==> src/rtl/inj_issue_arb.sv <==
module inj_issue_arb #(
  parameter int OP_W   = 16,
  parameter int ADDR_W = 5
) (
  input  logic              clk,
  input  logic              rst_n,
  input  logic              clk_en,
  input  logic              dec_ready,
  input  logic              frc_wr,
  input  logic [OP_W-1:0]   frc_op,
  input  logic              exe_wr,
  input  logic [OP_W-1:0]   exe_op,
  input  logic              frc_cancel,
  input  logic              exe_cancel,
  input  logic [ADDR_W-1:0] pc,
  input  logic [OP_W-1:0]   mem_op,
  output logic              issue_vld,
  output logic [OP_W-1:0]   issue_op,
  output logic [1:0]        issue_src,
  output logic              frc_pend,
  output logic [OP_W-1:0]   frc_view,
  output logic              exe_pend,
  output logic [OP_W-1:0]   exe_view,
  output logic [1:0]        origin_cat,
  output logic [ADDR_W-1:0] origin_addr
);
  localparam logic [1:0] SRC_NONE = 2'd0;
  localparam logic [1:0] SRC_MEM  = 2'd1;
  localparam logic [1:0] SRC_EXE  = 2'd2;
  localparam logic [1:0] SRC_FRC  = 2'd3;

  logic [OP_W-1:0] frc_q, exe_q;
  logic            take_frc, take_exe;

  assign issue_vld = clk_en & dec_ready;
  assign take_frc  = issue_vld & frc_pend;
  assign take_exe  = issue_vld & ~frc_pend & exe_pend;

  assign issue_op  = take_frc ? frc_q : take_exe ? exe_q : mem_op;
  assign issue_src = !issue_vld ? SRC_NONE :
                     take_frc   ? SRC_FRC  :
                     take_exe   ? SRC_EXE  : SRC_MEM;

  assign frc_view = frc_pend ? frc_q : '0;
  assign exe_view = exe_pend ? exe_q : '0;

  always_ff @(posedge clk) begin
    if (!rst_n) begin
      frc_pend <= 1'b0;
      exe_pend <= 1'b0;
      frc_q    <= '0;
      exe_q    <= '0;
    end else begin
      if (frc_wr) begin
        frc_pend <= 1'b1;
        frc_q    <= frc_op;
      end else if (take_frc || frc_cancel) begin
        frc_pend <= 1'b0;
      end
      if (exe_wr) begin
        exe_pend <= 1'b1;
        exe_q    <= exe_op;
      end else if (take_exe || exe_cancel) begin
        exe_pend <= 1'b0;
      end
    end
  end

  always_ff @(posedge clk) begin
    if (!rst_n) begin
      origin_cat  <= SRC_MEM;
      origin_addr <= '0;
    end else if (issue_vld) begin
      origin_cat <= issue_src;
      if (issue_src == SRC_MEM) origin_addr <= pc;
    end
  end
endmodule

==> config.mk <==
export PLATFORM = sky130hd
export DESIGN_NAME = inj_issue_arb
export DESIGN_NICKNAME = d
export VERILOG_FILES = /design/src/rtl/inj_issue_arb.sv
export SDC_FILE = /design/constraint.sdc
export NUM_CORES = 1
export LEC_CHECK = 0
export ABC_AREA = 1
export BUFFER_PORTS_ARGS = -buffer_cell sky130_fd_sc_hd__buf_4
export CORE_MARGIN = 3
export CORE_UTILIZATION = 49
export DETAILED_ROUTE_END_ITERATION = 12
export PLACE_DENSITY = 0.9
export SLEW_MARGIN = 20
export SYNTH_ARGS = -nofsm -noshare
export SYNTH_HDL_FRONTEND = slang
export SYNTH_SLANG_ARGS = --single-unit
export TNS_END_PERCENT = 100
==> constraint.sdc <==
create_clock -name clk -period 3 [get_ports clk]
set_clock_uncertainty 0.05 [all_clocks]
set_input_delay 0.45 -clock clk [delete_from_list [all_inputs] [get_ports clk]]
set_output_delay 0.45 -clock clk [all_outputs]
set_load 0.005 [all_outputs]
==> results of run 1 <==
==> worst register-to-register path, stage by stage (launching register included) <==
cell	delay, ns
dfxtp_1	0.45
buf_4	0.26
nor3_4	0.40
nand2_1	0.10
nand2_1	0.08
nor2_1	0.04
==> power breakdown <==
group	total (mW)	leakage, nW	internal [mW]	switching, mW
Clock	0.457	0.0585	0.271	0.186
Sequential	0.607	0.340	0.582	0.0256
Combinational	0.296	1.60	0.149	0.147
Total	1.36	2.00	1.00	0.358
==> routing by layer <==
metal  up-vias  global-route usage [%]  wire length (um)
met5         -                       0                 0
met4         0                   6.602                75
met3         9                   5.607               578
met2       118                   44.68              3552
met1      1191                   28.79              2800
li1       1321                       -                 -
==> area by class of cell <==
cell class | instances | area [um^2]
fillers | 382 | 1159
inverters | 77 | 294.0
multi-input cells | 229 | 1104
flip-flops and latches | 41 | 820.8
repair buffers | 122 | 915.9
well taps | 52 | 65.06
clock inverters | 1 | 30.03
clock buffers | 7 | 86.33
==> flip-flops by register name (all words and copies together), names as in the netlist <==
signal,flops
exe_q,16
frc_q,16
origin_addr,5
origin_cat,2
exe_pend,1
frc_pend,1
==> cell families (layout without fill, tap and decap cells) <==
logic type,after synthesis,after routing,synth area share (%)
AOI/OAI and AO/OA,53,53,11.31
buffers and inverters,97,207,17.93
DFF,41,41,35.01
and+or+nand+nor,176,176,35.75
==> how the worst min path moves through the flow <==
stage | startpoint | endpoint | slack, ns | depth (start not counted)
2_1_floorplan | exe_q[12] | exe_q[12] | 0.39 | 2
3_3_place_gp | origin_cat[0] | origin_cat[0] | 0.41 | 2
3_5_place_dp | exe_q[15] | exe_q[15] | 0.42 | 2
4_1_cts | frc_op[15] | frc_q[15] | 0.32 | 3
5_1_grt | frc_op[15] | frc_q[15] | 0.32 | 3
6_report | frc_op[15] | frc_q[15] | 0.33 | 3
==> cell usage after synthesis <==
cell type,count
nand2_1,85
inv_1,74
nor2_1,45
dfxtp_1,41
o21ai_0,34
nand3_1,23
a21oi_1,19
nand2_2,9
nand3_2,9
buf_2,7
clkbuf_1,6
buf_4,3
buf_6,2
nor2_8,2
buf_1,1
buf_12,1
clkinv_1,1
inv_2,1
inv_6,1
nand2_4,1
nand4_4,1
nor3_4,1
==> per-stage QoR <==
stage | setup WS, ns | area, um^2 | instances | hold slack (ns) | power, mW
after floorplan | 1.489 | 2345 | 367 | 0.3942 | 0.7624
after global placement | 1.122 | 3199 | 521 | 0.4066 | 0.9059
after detailed placement | 1.036 | 3199 | 521 | 0.4206 | 0.9162
after CTS | 0.7029 | 3316 | 529 | 0.3242 | 1.371
after global routing | 0.5617 | 3316 | 529 | 0.3247 | 1.425
final | 0.6811 | 3316 | 529 | 0.3251 | 1.360
==> results.md, run 1 <==
* Die Area at 0.005651 mm^2
* Worst r2r src: frc_pend
* Die Wd at 75.18 um
* GR Util All Layers at 24.53%
* Core area at 0.004474 mm^2
* Synth Warn # at 0
* Slowest cell on the critical path: dfxtp_1
* Top-area cell type share of the netlist area at 35.01%
* Post-CTS setup buffers at 0
* Worst reg2reg path depth at 5
* Pins Over Slew Limit at 0
* I/O Pins at 121
* Commonest non-fill, non-tap cell in the layout: buf_4
* Vias in the first global route at 2461
* Synthesized area at 0.002345 mm^2
* Worst r2r dst: origin_addr[2]
* Finished Core Util at 74.11%
* Antenna Nets Post-Route at 0
* Min Tclk post-route at 2.319 ns
* Fraction of layout instances using a drive strength above 1 at 32.29%
* Cells after synthesis at 367
* Post-DP HPWL at 5334 um
* CP Class: flip-flop to output pin
* RD Place Congestion at 0.9493
* Crit end category: output pin
* Bufs on Longest Clock Path at 2
* Layout Nets at 537
* Buffers plus inverters on the worst setup path at 3
* Die height at 75.18 um
* Final period utilization at 77.30%
* Max Cap Viol at 0
* CTS buffer count at 5
* GRT overflow at 0
* Crit. Startpoint: frc_pend
* # diodes at 0
* Synth area leader: dfxtp_1
* Max VDD drop at 0.3433 mV
* # rows at 24
* Via density at 4.989
* Most frequent cells in the layout: buf_4 (122), nand2_1 (85), inv_1 (74)
* CP max FO at 17
* CP Launch Type: flip-flop
* Later-pin clock latency in the skew report at 0.29 ns
* CP Capture Point: issue_op[0]
* CTS hold repair buffers at 0
* Drt drc at 0
* CP delay by family, top: flip-flops
* Number of synthesized register bits at 41
* Via Count at 2639
* RSZ-0062 raised after global routing: no
* Largest net degree at the start of global routing at 40
* Initial Util at 52.40%
* Crit path arrival time at 1.82 ns
* Post-CTS sizing at 0
* Synth unique cells at 22
* Syn Area/Cell at 6.389 um^2
* Critical path depth at 6
* Worst Max-Slew Pin Slew at 0.8454 ns
* Sequential fraction of the synthesis area at 35.01%
* Root Driver: clkbuf_8
* CP peak stage delay at 0.60 ns
* Static Leak at 1.998 nW
* Reg clk slew, reported paths at 0.08 ns
* Initial antenna violation count at 0
* Setup violators final at 0
* Global-route wire length before repair at 10810 um
* FMAX at 431.2 MHz
* Drt wl/cell at 13.25 um
* CTS sink cnt at 41
* CTS tree: done
* Status: completed
* DRT Pass-1 Iters at 5
* Area Growth Syn to Fin at 41.41%
* Worst Path Required at 2.50 ns
* Power per Cell Area at 410.3 mW/mm^2
* DRT iter0 DRCs at 149
* Number of port buffers at 120
* Final hold viol count at 0
* Min-delay worst type: input port to flip-flop
* Synthesized net count at 428
* Reg-to-reg slack, setup at 1.53 ns
* H-tree levels at 2
* Detailed Route WL at 7007 um
* Sum Neg Setup Slack at 0 ns
* Area contributors post-synth: dfxtp_1 (35%), nand2_1 (14%), inv_1 (12%)
* Slew headroom at 43.58%
* Critical Path, Cell by Cell: inv_2, nor2_8, inv_6, nand3_1, nand2_1, buf_4
Power figures use the tool's default switching activity.
==> run 2, diff against run 1 <==
- CORE_UTILIZATION: 49 -> 46
- PLACE_DENSITY: 0.9 -> 0.85
- clock period: 3 -> 2.3 ns (I/O delays scaled with it)
==> results.md, run 2 (synthesized netlist as in run 1, its figures left out) <==
* Crit end category: output pin
* Min Tclk post-route at 2.072 ns
* Max Cap Viol at 0 (unchanged)
* CP Class: flip-flop to output pin
* I/O Pins at 121 (unchanged)
* Die Wd at 77.40 um (+3.0%)
* Initial antenna violation count at 0 (unchanged)
* CTS hold repair buffers at 0 (unchanged)
* Static Leak at 1.993 nW (-0.28%)
* CTS tree: done
* # diodes at 0 (unchanged)
* Worst Path Required at 1.90 ns (-0.60 ns)
* Drt drc at 0 (unchanged)
* Final hold viol count at 0 (unchanged)
* Detailed Route WL at 6740 um (-3.8%)
* Bufs on Longest Clock Path at 2 (unchanged)
* # rows at 25 (+4.2%)
* RD Place Congestion at 0.8318 (-12%)
* Final period utilization at 90.09%
* Post-Layout Cell Count at 544 (+2.8%)
* Largest regs: exe_q: 16 flops, frc_q: 16 flops, origin_addr: 5 flops
* Post-CTS setup buffers at 0 (unchanged)
* CTS buffer count at 5 (unchanged)
* Status: completed
* Number of port buffers at 120 (unchanged)
* DRT iter0 DRCs at 117 (-21%)
* Largest net degree at the start of global routing at 40 (unchanged)
* Setup violators final at 0 (unchanged)
* Post-DP HPWL at 5109 um (-4.2%)
* Layout Nets at 538 (+0.19%)
* Later-pin clock latency in the skew report at 0.28 ns (about the same)
* GRT overflow at 0 (unchanged)
* CTS sink cnt at 41 (unchanged)
* CP Launch Type: flip-flop
* Initial Util at 48.68% (-3.7 points)
* Power Total at 1.647 mW (+21%)
* Die height at 77.40 um (+3.0%)
* Slew headroom at 64.06% (+20 points)
* Sum Neg Setup Slack at 0 ns (unchanged)
* Most frequent cells in the layout: buf_4 (122), nand2_1 (85), inv_1 (74)
* CP max FO at 18 (+1)
* Core area at 0.004817 mm^2 (+7.7%)
* GR Util All Layers at 22.34% (-2.2 points)
* Placed Cells at 537 (+3.1%)
* Vias in the first global route at 2524 (+2.6%)
* FMAX at 482.6 MHz
* Worst Max-Slew Pin Slew at 0.5358 ns (-0.3096 ns)
* Reg clk slew, reported paths at 0.07 ns (about the same)
* Post-CTS sizing at 0 (unchanged)
* Min-delay worst type: input port to flip-flop
* Power per Cell Area at 495.3 mW/mm^2 (+21%)
* Root Driver: clkbuf_8
* Crit. Startpoint: exe_pend
* Commonest non-fill, non-tap cell in the layout: buf_4
* Fraction of layout instances using a drive strength above 1 at 32.29% (unchanged)
* Global-route wire length before repair at 11030 um (+2.1%)
* Crit path arrival time at 1.68 ns (-0.14 ns)
* Die Area at 0.005990 mm^2 (+6.0%)
* Drt wl/cell at 12.39 um (-6.5%)
* Max VDD drop at 0.2697 mV (-21%)
* Antenna Nets Post-Route at 0 (unchanged)
* DRT Pass-1 Iters at 4 (-1)
* Via Count at 2575 (-2.4%)
* H-tree levels at 2 (unchanged)
* HP Start: frc_op[0]
* Worst r2r src: frc_pend
* Via density at 4.733 (-5.1%)
* Area Growth Syn to Fin at 41.78%
* Pins Over Slew Limit at 0 (unchanged)
* RSZ-0062 raised after global routing: no
-- run 2: area by class of cell --
class / instances / area (um^2)
repair buffers: 123 / 935.9
inverters: 77 / 294.0
fillers: 457 / 1493
multi-input cells: 229 / 1104
clock buffers: 7 / 86.33
flip-flops and latches: 41 / 820.8
well taps: 67 / 83.83
-- run 2: final timing paths --
check | slack, ns | cells past startpoint | endpoint
setup / recovery | 0.23 | 5 | issue_op[9]
hold / removal | 0.23 | 3 | frc_q[0]
setup reg to reg | 0.92 | 5 | origin_addr[1]
hold reg to reg | 0.43 | 2 | exe_q[10]
-- run 2: worst max-delay path, cell delays in order (launching register included) --
cell     delay [ns]
dfxtp_1        0.60
nand4_4        0.36
nand2_1        0.19
nand3_2        0.08
nand2_2        0.06
buf_4          0.10
-- run 2: layer usage --
layer | wire, um | GRT usage [%] | vias to the layer above
met5 | 0 | 0 | -
met4 | 101 | 5.694 | 0
met3 | 523 | 5.452 | 11
met2 | 3243 | 41.28 | 104
met1 | 2872 | 25.56 | 1140
li1 | - | - | 1320
-- run 2: power by group --
part	internal (mW)	leakage [nW]	total (mW)	switching, mW
combinational	0.198	1.61	0.390	0.192
clock	0.238	0.0443	0.465	0.226
sequential	0.759	0.340	0.792	0.0332
total	1.20	1.99	1.65	0.451
-- run 2: metrics by stage --
stage	util [%]	hold slack [ns]	worst slack, ns	instance area (um^2)
2_1_floorplan	-	0.3942	0.9073	2345
3_3_place_gp	67.22	0.4067	0.5883	3238
3_5_place_dp	67.22	0.4139	0.5515	3238
4_1_cts	69.01	0.2288	0.2314	3324
5_1_grt	69.01	0.2356	0.1146	3324
6_report	69.01	0.2312	0.2278	3324
